$ cat src/rtl/adc_rx_pkg.sv
package adc_rx_pkg;
  typedef enum logic [1:0] {
    ST_BUSY  = 2'd0,
    ST_SHIFT = 2'd1,
    ST_TAIL  = 2'd2
  } rx_state_e;
endpackage

$ cat src/rtl/adc_bit_sync.sv
module adc_bit_sync #(
  parameter int          W         = 2,
  parameter int          STAGES    = 2,
  parameter logic [W-1:0] RESET_VAL = '1
) (
  input  logic         clk_i,
  input  logic         rst_ni,
  input  logic [W-1:0] d_i,
  output logic [W-1:0] q_o
);
  logic [W-1:0] chain_q [STAGES];

  always_ff @(posedge clk_i or negedge rst_ni) begin
    if (!rst_ni) chain_q[0] <= RESET_VAL;
    else         chain_q[0] <= d_i;
  end

  for (genvar s = 1; s < STAGES; s++) begin : g_stage
    always_ff @(posedge clk_i or negedge rst_ni) begin
      if (!rst_ni) chain_q[s] <= RESET_VAL;
      else         chain_q[s] <= chain_q[s-1];
    end
  end

  assign q_o = chain_q[STAGES-1];
endmodule

$ cat src/rtl/adc_frame_fsm.sv
module adc_frame_fsm import adc_rx_pkg::*; #(
  parameter int FRAME_BITS = 24,
  parameter int FRAME_WIN  = 400,
  parameter int TAIL_WIN   = 16
) (
  input  logic                  clk_i,
  input  logic                  rst_ni,
  input  logic                  sck_i,
  input  logic                  sdo_i,
  output logic                  done_o,
  output logic                  err_o,
  output logic [FRAME_BITS-1:0] frame_o,
  output logic                  timeout_o
);
  localparam int CNT_W = $clog2(FRAME_BITS + 1);
  localparam int WMAX  = (FRAME_WIN > TAIL_WIN) ? FRAME_WIN : TAIL_WIN;
  localparam int TMR_W = $clog2(WMAX + 1);

  rx_state_e             state_q, state_d;
  logic [CNT_W-1:0]      cnt_q, cnt_d;
  logic [TMR_W-1:0]      tmr_q, tmr_d;
  logic [FRAME_BITS-1:0] sh_q, sh_d;
  logic                  sck_d_q, tout_q, tout_d, rise;

  assign rise = sck_i & ~sck_d_q;

  always_comb begin
    state_d = state_q;
    cnt_d   = cnt_q;
    tmr_d   = tmr_q;
    sh_d    = sh_q;
    tout_d  = 1'b0;
    done_o  = 1'b0;
    err_o   = 1'b0;
    unique case (state_q)
      ST_BUSY: begin
        if (!sck_i && !sdo_i) begin
          state_d = ST_SHIFT;
          cnt_d   = '0;
          tmr_d   = '0;
        end
      end
      ST_SHIFT: begin
        tmr_d = tmr_q + 1'b1;
        if (rise) begin
          sh_d = {sh_q[FRAME_BITS-2:0], sdo_i};
          if (cnt_q == CNT_W'(FRAME_BITS - 1)) begin
            state_d = ST_TAIL;
            tmr_d   = '0;
          end else begin
            cnt_d = cnt_q + 1'b1;
          end
        end else if (tmr_q == TMR_W'(FRAME_WIN - 1)) begin
          tout_d  = 1'b1;
          state_d = ST_BUSY;
        end
      end
      ST_TAIL: begin
        tmr_d = tmr_q + 1'b1;
        if (sdo_i) begin
          done_o  = 1'b1;
          err_o   = sh_q[FRAME_BITS-1];
          state_d = ST_BUSY;
        end else if (tmr_q == TMR_W'(TAIL_WIN - 1)) begin
          done_o  = 1'b1;
          err_o   = 1'b1;
          state_d = ST_BUSY;
        end
      end
      default: state_d = ST_BUSY;
    endcase
  end

  always_ff @(posedge clk_i or negedge rst_ni) begin
    if (!rst_ni) begin
      state_q <= ST_BUSY;
      cnt_q   <= '0;
      tmr_q   <= '0;
      sh_q    <= '0;
      sck_d_q <= 1'b1;
      tout_q  <= 1'b0;
    end else begin
      state_q <= state_d;
      cnt_q   <= cnt_d;
      tmr_q   <= tmr_d;
      sh_q    <= sh_d;
      sck_d_q <= sck_i;
      tout_q  <= tout_d;
    end
  end

  assign frame_o   = sh_q;
  assign timeout_o = tout_q;

  a_r6_timeout_pulse: assert property (@(posedge clk_i) disable iff (!rst_ni)
    tout_q |=> !tout_q);
  a_r6_timeout_from_shift: assert property (@(posedge clk_i) disable iff (!rst_ni)
    $rose(tout_q) |-> $past(state_q) == ST_SHIFT);
  a_r2_start_on_eoc: assert property (@(posedge clk_i) disable iff (!rst_ni)
    (state_q == ST_SHIFT && $past(state_q) == ST_BUSY) |-> (!$past(sck_i) && !$past(sdo_i)));
  a_r3_edge_bound: assert property (@(posedge clk_i) disable iff (!rst_ni)
    cnt_q <= CNT_W'(FRAME_BITS - 1));
  a_r5_tail_bound: assert property (@(posedge clk_i) disable iff (!rst_ni)
    (state_q == ST_TAIL) |-> (tmr_q < TMR_W'(TAIL_WIN)));
endmodule

$ cat src/rtl/adc_frame_out.sv
module adc_frame_out #(
  parameter int FRAME_BITS = 24,
  parameter int SIGN_POS   = 21,
  parameter int OVR_W      = 8
) (
  input  logic                  clk_i,
  input  logic                  rst_ni,
  input  logic                  done_i,
  input  logic                  err_i,
  input  logic [FRAME_BITS-1:0] frame_i,
  input  logic                  ready_i,
  output logic                  valid_o,
  output logic                  sign_o,
  output logic [SIGN_POS-1:0]   mag_o,
  output logic                  err_o,
  output logic [OVR_W-1:0]      overrun_o
);
  logic load, drop;

  assign load = done_i && (!valid_o || ready_i);
  assign drop = done_i && valid_o && !ready_i;

  always_ff @(posedge clk_i or negedge rst_ni) begin
    if (!rst_ni) begin
      valid_o   <= 1'b0;
      sign_o    <= 1'b0;
      mag_o     <= '0;
      err_o     <= 1'b0;
      overrun_o <= '0;
    end else begin
      if (load) begin
        valid_o <= 1'b1;
        sign_o  <= frame_i[SIGN_POS];
        mag_o   <= frame_i[SIGN_POS-1:0];
        err_o   <= err_i;
      end else if (ready_i) begin
        valid_o <= 1'b0;
      end
      if (drop && overrun_o != '1) overrun_o <= overrun_o + 1'b1;
    end
  end

  a_r7_hold: assert property (@(posedge clk_i) disable iff (!rst_ni)
    (valid_o && !ready_i) |=> (valid_o && $stable(sign_o) && $stable(mag_o) && $stable(err_o)));
  a_r8_overrun_nonzero: assert property (@(posedge clk_i) disable iff (!rst_ni)
    (done_i && valid_o && !ready_i) |=> overrun_o != '0);
  a_r8_overrun_still: assert property (@(posedge clk_i) disable iff (!rst_ni)
    !done_i |=> $stable(overrun_o));
endmodule

$ cat src/rtl/adc_frame_rx.sv
module adc_frame_rx #(
  parameter int FRAME_BITS  = 24,
  parameter int SIGN_POS    = 21,
  parameter int FRAME_WIN   = 400,
  parameter int TAIL_WIN    = 16,
  parameter int OVR_W       = 8,
  parameter int SYNC_STAGES = 2,
  localparam int MAG_W      = SIGN_POS
) (
  input  logic             clk_i,
  input  logic             rst_ni,
  input  logic             sck_i,
  input  logic             sdo_i,
  input  logic             frame_ready_i,
  output logic             frame_valid_o,
  output logic             sign_o,
  output logic [MAG_W-1:0] mag_o,
  output logic             frame_err_o,
  output logic             timeout_o,
  output logic [OVR_W-1:0] overrun_cnt_o
);
  logic [1:0]            line_s;
  logic                  done, err;
  logic [FRAME_BITS-1:0] frame;

  adc_bit_sync #(.W(2), .STAGES(SYNC_STAGES), .RESET_VAL(2'b11)) u_sync (
    .clk_i (clk_i),
    .rst_ni(rst_ni),
    .d_i   ({sck_i, sdo_i}),
    .q_o   (line_s)
  );

  adc_frame_fsm #(
    .FRAME_BITS(FRAME_BITS), .FRAME_WIN(FRAME_WIN), .TAIL_WIN(TAIL_WIN)
  ) u_fsm (
    .clk_i    (clk_i),
    .rst_ni   (rst_ni),
    .sck_i    (line_s[1]),
    .sdo_i    (line_s[0]),
    .done_o   (done),
    .err_o    (err),
    .frame_o  (frame),
    .timeout_o(timeout_o)
  );

  adc_frame_out #(
    .FRAME_BITS(FRAME_BITS), .SIGN_POS(SIGN_POS), .OVR_W(OVR_W)
  ) u_out (
    .clk_i    (clk_i),
    .rst_ni   (rst_ni),
    .done_i   (done),
    .err_i    (err),
    .frame_i  (frame),
    .ready_i  (frame_ready_i),
    .valid_o  (frame_valid_o),
    .sign_o   (sign_o),
    .mag_o    (mag_o),
    .err_o    (frame_err_o),
    .overrun_o(overrun_cnt_o)
  );

  a_r1_timeout_vs_valid: assert property (@(posedge clk_i) disable iff (!rst_ni)
    timeout_o |=> $stable(overrun_cnt_o));
endmodule

$ cat config.mk
export PLATFORM = sky130hd
export DESIGN_NAME = adc_frame_rx
export DESIGN_NICKNAME = d
export VERILOG_FILES = /design/src/rtl/adc_rx_pkg.sv /design/src/rtl/adc_bit_sync.sv /design/src/rtl/adc_frame_fsm.sv /design/src/rtl/adc_frame_out.sv /design/src/rtl/adc_frame_rx.sv
export SDC_FILE = /design/constraint.sdc
export NUM_CORES = 1
export LEC_CHECK = 0
export ABC_AREA = 1
export BUFFER_PORTS_ARGS = -buffer_cell sky130_fd_sc_hd__buf_2
export CORE_ASPECT_RATIO = 0.75
export CORE_UTILIZATION = 58
export CTS_CLUSTER_DIAMETER = 120
export DETAILED_ROUTE_END_ITERATION = 16
export HOLD_SLACK_MARGIN = 0.1
export PLACE_DENSITY_LB_ADDON = 0.15
export SLEW_MARGIN = 40
export SYNTH_ARGS = -nofsm -noshare
export SYNTH_HDL_FRONTEND = slang
export SYNTH_SLANG_ARGS = --single-unit
$ cat constraint.sdc
create_clock -name clk_i -period 1.85 [get_ports clk_i]
set_input_delay 0 -clock clk_i [delete_from_list [all_inputs] [get_ports clk_i]]
set_output_delay 0 -clock clk_i [all_outputs]
set_load 0.02 [all_outputs]
==> results.yml, run 1 <==
sta:
  finalHoldViolCount: 0
  post-route-min-period_ns: 1.67
  setup_viol: 0
  tightest_slew_ns: 0.506
  fmax_mhz: 600
  drv_slew: 0
  rsz0062_at_grt: "no"
  fin_crit_sh_pct: 90.1
  worst_hold_slack_ns: 0.158
  timing.setup.tns_ns: 0
  skew_ns: 0.0111
  worst_slack_ns: 0.183
  max_slew_margin_pct: 66.3
clocking:
  cts_sinks: 78
  clkLatencyLatePin_ns: 0.35
  cts-root-buf: "clkbuf_8"
  cts_tree: "done"
  htree_levels: 3
  clk_pin_slew_ns: 0.08
  cts_buffers: 9
  cts_buffer_depth: 2
yosys:
  yosysSeqAreaShare_pct: 55.1
  yosys-top-cells-area: "dfrtp_1 51%, nand2_1 9.1%, o21ai_2 5.7%, inv_1 5.2%, o21ai_0 4.4%"
  ys_seq_elements: 78
  synth_edf_count: 0
  synth_top_area_share_pct: 51.4
  avgSynthCellArea_um2: 9.46
  synth_warnings: 0
  async_flop_share_pct: 100
  synth_area_um2: 3560
  yosys.cell_types.count: 33
  synth_nets: 388
  netlist_instances: 376
  synth_ff_type: "dfrtp_1"
  synth_top_area_cell: "dfrtp_1"
final_layout:
  mostFrequentLayoutCells: "86 x nand2_1, 73 x dfrtp_1, 49 x inv_1"
  final_common_cell: "nand2_1"
  final_nets: 433
  drive_gt1_share_pct: 26.8
  nFillCells: 462
  diodes: 0
  area_growth_pct: 14.3
die:
  rows: 24
  die_x_um: 92.4
  initial_core_util_pct: 60.7
  design.die.area_um2: 6450
  coreArea_um2: 5860
  num_io_pins: 38
  die_y_um: 69.8
pwr:
  leakage_nw: 1.97
  peakVddDrop_mv: 0.675
  powerDensity_nw_per_um2: 1080
global_route:
  grt_overflow: 0
  track_usage_pct: 21.9
  grt_antenna_before_repair: 0
  grt_pass1_wl_mm: 10.9
  grt_max_degree: 49
  grt_pass1_vias: 2372
setup_path:
  slowest_delay_ns: 0.41
  arrival_ns: 1.89
  ff2ff_path_depth: 9
  critPathLaunchType: "flip-flop"
  r2r_end: "u_fsm.cnt_q[0]$_DFFE_PN0P_"
  critical_path_class: "flip-flop to flip-flop"
  r2r_start: "u_fsm.state_q[1]$_DFFE_PN0P_"
  crit_fanout: 6
  r2r_slack_ns: 0.18
  crit_path_end_kind: "flip-flop"
  critical_path.cell_chain: "inv_1 -> ha_1 -> inv_1 -> nor2_2 -> nand3_1 -> nand2_1 -> inv_1 -> nand2_1 -> o21ai_0"
  required_ns: 2.07
  critical-path-slowest-cell: "dfrtp_1"
  cp_common_cell: "inv_1"
placed_design:
  dp.final_hpwl_mm: 4.21
  gp_congestion: 0.813
  port_buffers: 37
  preCtsSetupSlack_ns: 0.183
route:
  route.antenna.remaining_nets: 0
  post_drt_via_cell_ratio: 4.92
  drt_iter0_drc: 158
  vias: 2478
  firstDrtPassIters: 4
  routed_wl_mm: 6.10
  drc: 0
  wl_per_cell_um: 12.1
outcome:
  status: "finished clean"
hold_path:
  hold_path_class: "primary input to asynchronous set/reset pin"
job:
  cap_violations: 0
==> synthesized netlist by cell type, types with 2 or more instances <==
master / instances
nor3_1: 3
buf_6: 2
ha_1: 7
dfrtp_1: 73
o21ai_0: 31
nand2_2: 19
inv_1: 49
xor2_1: 7
buf_2: 3
nand3b_1: 2
buf_8: 2
nand4_1: 2
dfstp_2: 5
nand3_2: 3
nand3_1: 14
a21oi_1: 3
nor2_1: 15
clkbuf_1: 2
xnor2_1: 5
o21ai_1: 8
inv_2: 2
nand2_1: 86
o21ai_2: 23
==> worst max-delay path, delay by kind of cell, from the launching register on <==
| family | cells | cell delay, ns |
|---|---|---|
| and+or+nand+nor | 4 | 0.63 |
| buffers and inverters | 3 | 0.26 |
| DFF | 1 | 0.41 |
| AOI/OAI and AO/OA | 1 | 0.08 |
| adders and majority gates | 1 | 0.17 |
==> cell type report <==
| class | instances | area [µm²] | share of cell area [%] |
|---|---|---|---|
| multi-input combinational | 235 | 1320 | 32.5 |
| tap | 78 | 97.6 | 2.40 |
| clock inverter | 5 | 56.3 | 1.39 |
| sequential | 78 | 1960 | 48.2 |
| inverter | 52 | 196 | 4.83 |
| timing repair buffer | 45 | 295 | 7.27 |
| clock buffer | 11 | 141 | 3.48 |
==> kinds of logic after synthesis <==
kind of cell	count (synthesis)	share of synthesized area, %
flip-flops	78	55.1
adder cells (fa/ha/maj)	7	2.46
XOR/XNOR	12	2.96
AND/OR/NAND/NOR	148	19.3
buffers and inverters	63	7.99
AO/OA/AOI/OAI	68	12.2
==> through the flow <==
step                instance area (µm²)  power (mW)  std cells  util, %
finish                             4060        4.38        504     69.4
global route                       4060        4.66        504     69.4
global placement                   3820        3.08        484     65.3
floorplan                          3560        2.82        376        -
CTS                                4060        4.41        504     69.3
detailed placement                 3820        3.13        484     65.3
==> worst max-delay path by stage <==
stage | startpoint | end | slack [ns] | cells after the start
CTS | u_fsm.state_q[1]$_DFFE_PN0P_ | u_fsm.cnt_q[0]$_DFFE_PN0P_ | 0.17 | 9
floorplan | u_out.overrun_o[0]$_DFFE_PN0P_ | u_out.overrun_o[6]$_DFFE_PN0P_ | 0.27 | 8
global placement | u_out.overrun_o[0]$_DFFE_PN0P_ | u_out.overrun_o[0]$_DFFE_PN0P_ | 0.18 | 6
global route | u_out.overrun_o[0]$_DFFE_PN0P_ | u_out.overrun_o[5]$_DFFE_PN0P_ | 0.01 | 7
detailed placement | u_fsm.state_q[1]$_DFFE_PN0P_ | u_fsm.cnt_q[0]$_DFFE_PN0P_ | 0.18 | 9
finish | u_fsm.state_q[1]$_DFFE_PN0P_ | u_fsm.cnt_q[0]$_DFFE_PN0P_ | 0.18 | 9
==> registers in the layout (all words and copies together), names as in the netlist <==
name and flops:
u_fsm.cnt_q 5, u_fsm.frame_o 24, u_fsm.sck_d_q 1, u_fsm.state_q 2, u_fsm.timeout_o 1, u_fsm.tmr_q 9
u_out.err_o 1, u_out.mag_o 21, u_out.overrun_o 8, u_out.sign_o 1, u_out.valid_o 1, u_sync.chain_q 2
u_sync.q_o 2
==> where the power goes <==
group          switching (mW)  internal, mW  leakage (nW)  total, mW
Sequential              0.141          1.91          1.06       2.05
Clock                   0.603         0.661        0.0997       1.26
Combinational           0.720         0.345         0.808       1.06
Total                    1.46          2.92          1.97       4.38
==> routing by layer <==
metal / track usage, % / share of wire (%)
met2: 32.0 / 44
met5: 0 / 0
met3: 7.68 / 4.7
met1: 30.8 / 50
met4: 6.77 / 1.2
==> repair_timing <==
item / in CTS / in global routing
hold endpoints to repair: 76 / 0
hold buffers: 4 / 0
buffers inserted: 0 / 0
gates resized for setup: 0 / 2
endpoints found under the setup margin: 0 / 2
(Power assumes the default switching activity.)
==> run 2: changes to the inputs <==
--- a/config.mk
+++ b/config.mk
@@ -9,10 +9,10 @@
 export BUFFER_PORTS_ARGS = -buffer_cell sky130_fd_sc_hd__buf_2
 export CORE_ASPECT_RATIO = 0.75
 export CORE_UTILIZATION = 58
-export CTS_CLUSTER_DIAMETER = 120
 export DETAILED_ROUTE_END_ITERATION = 16
 export HOLD_SLACK_MARGIN = 0.1
 export PLACE_DENSITY_LB_ADDON = 0.15
+export RECOVER_POWER = 50
 export SLEW_MARGIN = 40
 export SYNTH_ARGS = -nofsm -noshare
 export SYNTH_HDL_FRONTEND = slang
==> run 2 against run 1 <==
  * Clock power is essentially flat
  * Critical endpoint unchanged
  * Clock skew grew 0.00067 ns
  * Maximum frequency grew 0.12%
  * Sequential power is essentially flat
==> results.yml, run 2 (synthesized netlist as in run 1, its figures left out) <==
clocking:
  htree_levels: 3
  clk_pin_slew_ns: 0.07
  cts_buffers: 9
  cts-root-buf: "clkbuf_8"
  cts_sinks: 78
  clkLatencyLatePin_ns: 0.35
  cts_tree: "done"
  cts_buffer_depth: 2
route:
  routed_wl_mm: 6.13
  route.antenna.remaining_nets: 0
  drc: 0
  wl_per_cell_um: 12.2
  drt_iter0_drc: 145
  post_drt_via_cell_ratio: 4.92
  firstDrtPassIters: 4
  vias: 2479
setup_path:
  crit_path_end_kind: "flip-flop"
  ff2ff_path_depth: 9
  path_delay_family: "simple AND/OR/NAND/NOR gates"
  slowest_delay_ns: 0.41
  cp_common_cell: "inv_1"
  r2r_end: "u_fsm.cnt_q[0]$_DFFE_PN0P_"
  arrival_ns: 1.89
  critical_path.cell_chain: "inv_1 -> ha_1 -> inv_1 -> nor2_2 -> nand3_1 -> nand2_1 -> inv_1 -> nand2_1 -> o21ai_0"
  critical_path_class: "flip-flop to flip-flop"
  crit_fanout: 6
  r2r_start: "u_fsm.state_q[1]$_DFFE_PN0P_"
  r2r_slack_ns: 0.18
  critPathLaunchType: "flip-flop"
  required_ns: 2.07
  crit_buf_inv: 3
  critical-path-slowest-cell: "dfrtp_1"
global_route:
  grt_overflow: 0
  grt_pass1_wl_mm: 10.9
  grt_antenna_before_repair: 0
  grt_max_degree: 49
  track_usage_pct: 21.9
  grt_pass1_vias: 2372
pwr:
  powerDensity_nw_per_um2: 1080
  power_frac_seq_pct: 46.9
  leakage_nw: 1.92
  p_switching_mw: 1.47
  peakVddDrop_mv: 0.675
  finalPower_mw: 4.37
  clkPwrFrac_pct: 28.9
  sw_frac_of_total_pct: 33.5
  internal_power_mw: 2.90
  combPwrFrac_pct: 24.1
final_layout:
  drive_gt1_share_pct: 23.9
  post-route-util_pct: 68.9
  mostFrequentLayoutCells: "86 x nand2_1, 73 x dfrtp_1, 49 x inv_1"
  largest_register_ffs: 24
  area_growth_pct: 13.5
  nFillCells: 469
  diodes: 0
  seqCellArea_um2: 1960
  final_common_cell: "nand2_1"
  final_area_um2: 4040
  multi_input_area_um2: 1320
  final_nets: 433
placed_design:
  preCtsSetupSlack_ns: 0.183
  dp.final_hpwl_mm: 4.21
  postPlaceCellArea_um2: 3820
  gp_congestion: 0.813
  port_buffers: 37
die:
  coreArea_um2: 5860
  num_io_pins: 38
  rows: 24
  design.die.area_um2: 6450
  die_y_um: 69.8
  initial_core_util_pct: 60.7
  die_x_um: 92.4
sta:
  setup_viol: 0
  skew_ns: 0.0117
  worst_slack_ns: 0.185
  fin_crit_sh_pct: 90.0
  rsz0062_at_grt: "no"
  max_slew_margin_pct: 36.5
  post-route-min-period_ns: 1.67
  tightest_slew_ns: 0.953
  timing.setup.tns_ns: 0
  fmax_mhz: 601
  finalHoldViolCount: 0
  drv_slew: 0
outcome:
  status: "finished clean"
hold_path:
  hold_path_class: "primary input to flip-flop"
  whs_endpoint: "u_sync.chain_q[2]$_DFF_PN1_"
  whs_path_depth: 2
  hold_start: "sdo_i"
job:
  cap_violations: 0
[run 2: cell types whose count changed in the layout (fill, tap and decap cells not counted), sizes merged]
cell / change
clkbuf: +13
buf: -13
[run 2: power groups by stage]
| stage | Clock, mW | Sequential (mW) | Combinational, mW |
|---|---|---|---|
| after floorplan | 0 | 2.13 | 0.692 |
| after global placement | 0 | 2.07 | 1.01 |
| after detailed placement | 0 | 2.08 | 1.05 |
| after CTS | 1.30 | 2.05 | 1.06 |
| after global routing | 1.38 | 2.08 | 1.19 |
| final | 1.26 | 2.05 | 1.05 |
[run 2: cell type report]
class	instances	area share, %
Inverter	52	4.87
Timing Repair Buffer	45	6.60
Sequential cell	78	48.5
Clock buffer	11	3.50
Clock inverter	5	1.40
Multi-Input combinational cell	235	32.7
Tap cell	78	2.42
[run 2: worst reg2reg max path, cell delays in order, from the launching register on]
cell     delay, ns
dfrtp_1       0.41
inv_1         0.10
ha_1          0.17
inv_1         0.08
nor2_2        0.18
nand3_1       0.18
nand2_1       0.22
inv_1         0.08
nand2_1       0.05
o21ai_0       0.08
[run 2: how the worst max path moves through the flow]
stage	to	startpoint	slack (ns)	cells past startpoint
2_1_floorplan	u_out.overrun_o[6]$_DFFE_PN0P_	u_out.overrun_o[0]$_DFFE_PN0P_	0.27	8
3_3_place_gp	u_out.overrun_o[0]$_DFFE_PN0P_	u_out.overrun_o[0]$_DFFE_PN0P_	0.18	6
3_5_place_dp	u_fsm.cnt_q[0]$_DFFE_PN0P_	u_fsm.state_q[1]$_DFFE_PN0P_	0.18	9
4_1_cts	u_fsm.cnt_q[0]$_DFFE_PN0P_	u_fsm.state_q[1]$_DFFE_PN0P_	0.17	9
5_1_grt	u_out.overrun_o[5]$_DFFE_PN0P_	u_out.overrun_o[0]$_DFFE_PN0P_	0.01	7
6_report	u_fsm.cnt_q[0]$_DFFE_PN0P_	u_fsm.state_q[1]$_DFFE_PN0P_	0.18	9
[run 2: repair_timing]
item,in CTS,in global routing
setup endpoints to repair,0,2
endpoints found under the hold margin,76,0
setup buffers,0,0
hold buffers,4,0
gates resized for setup,0,2
[run 2: metrics by stage]
stage / hold WS [ns] / cells
floorplan: -0.296 / 376
global placement: 0.00223 / 484
detailed placement: 0.0116 / 484
CTS: 0.169 / 504
global route: 0.285 / 504
finish: 0.299 / 504
[run 2: metal layers]
metal	global-route usage [%]	vias up	share of wire, %
met4	6.77	0	1.2
met5	0	-	0
met2	32.0	49	44
met1	30.8	1148	50
met3	7.68	7	4.6
li1	-	1275	-
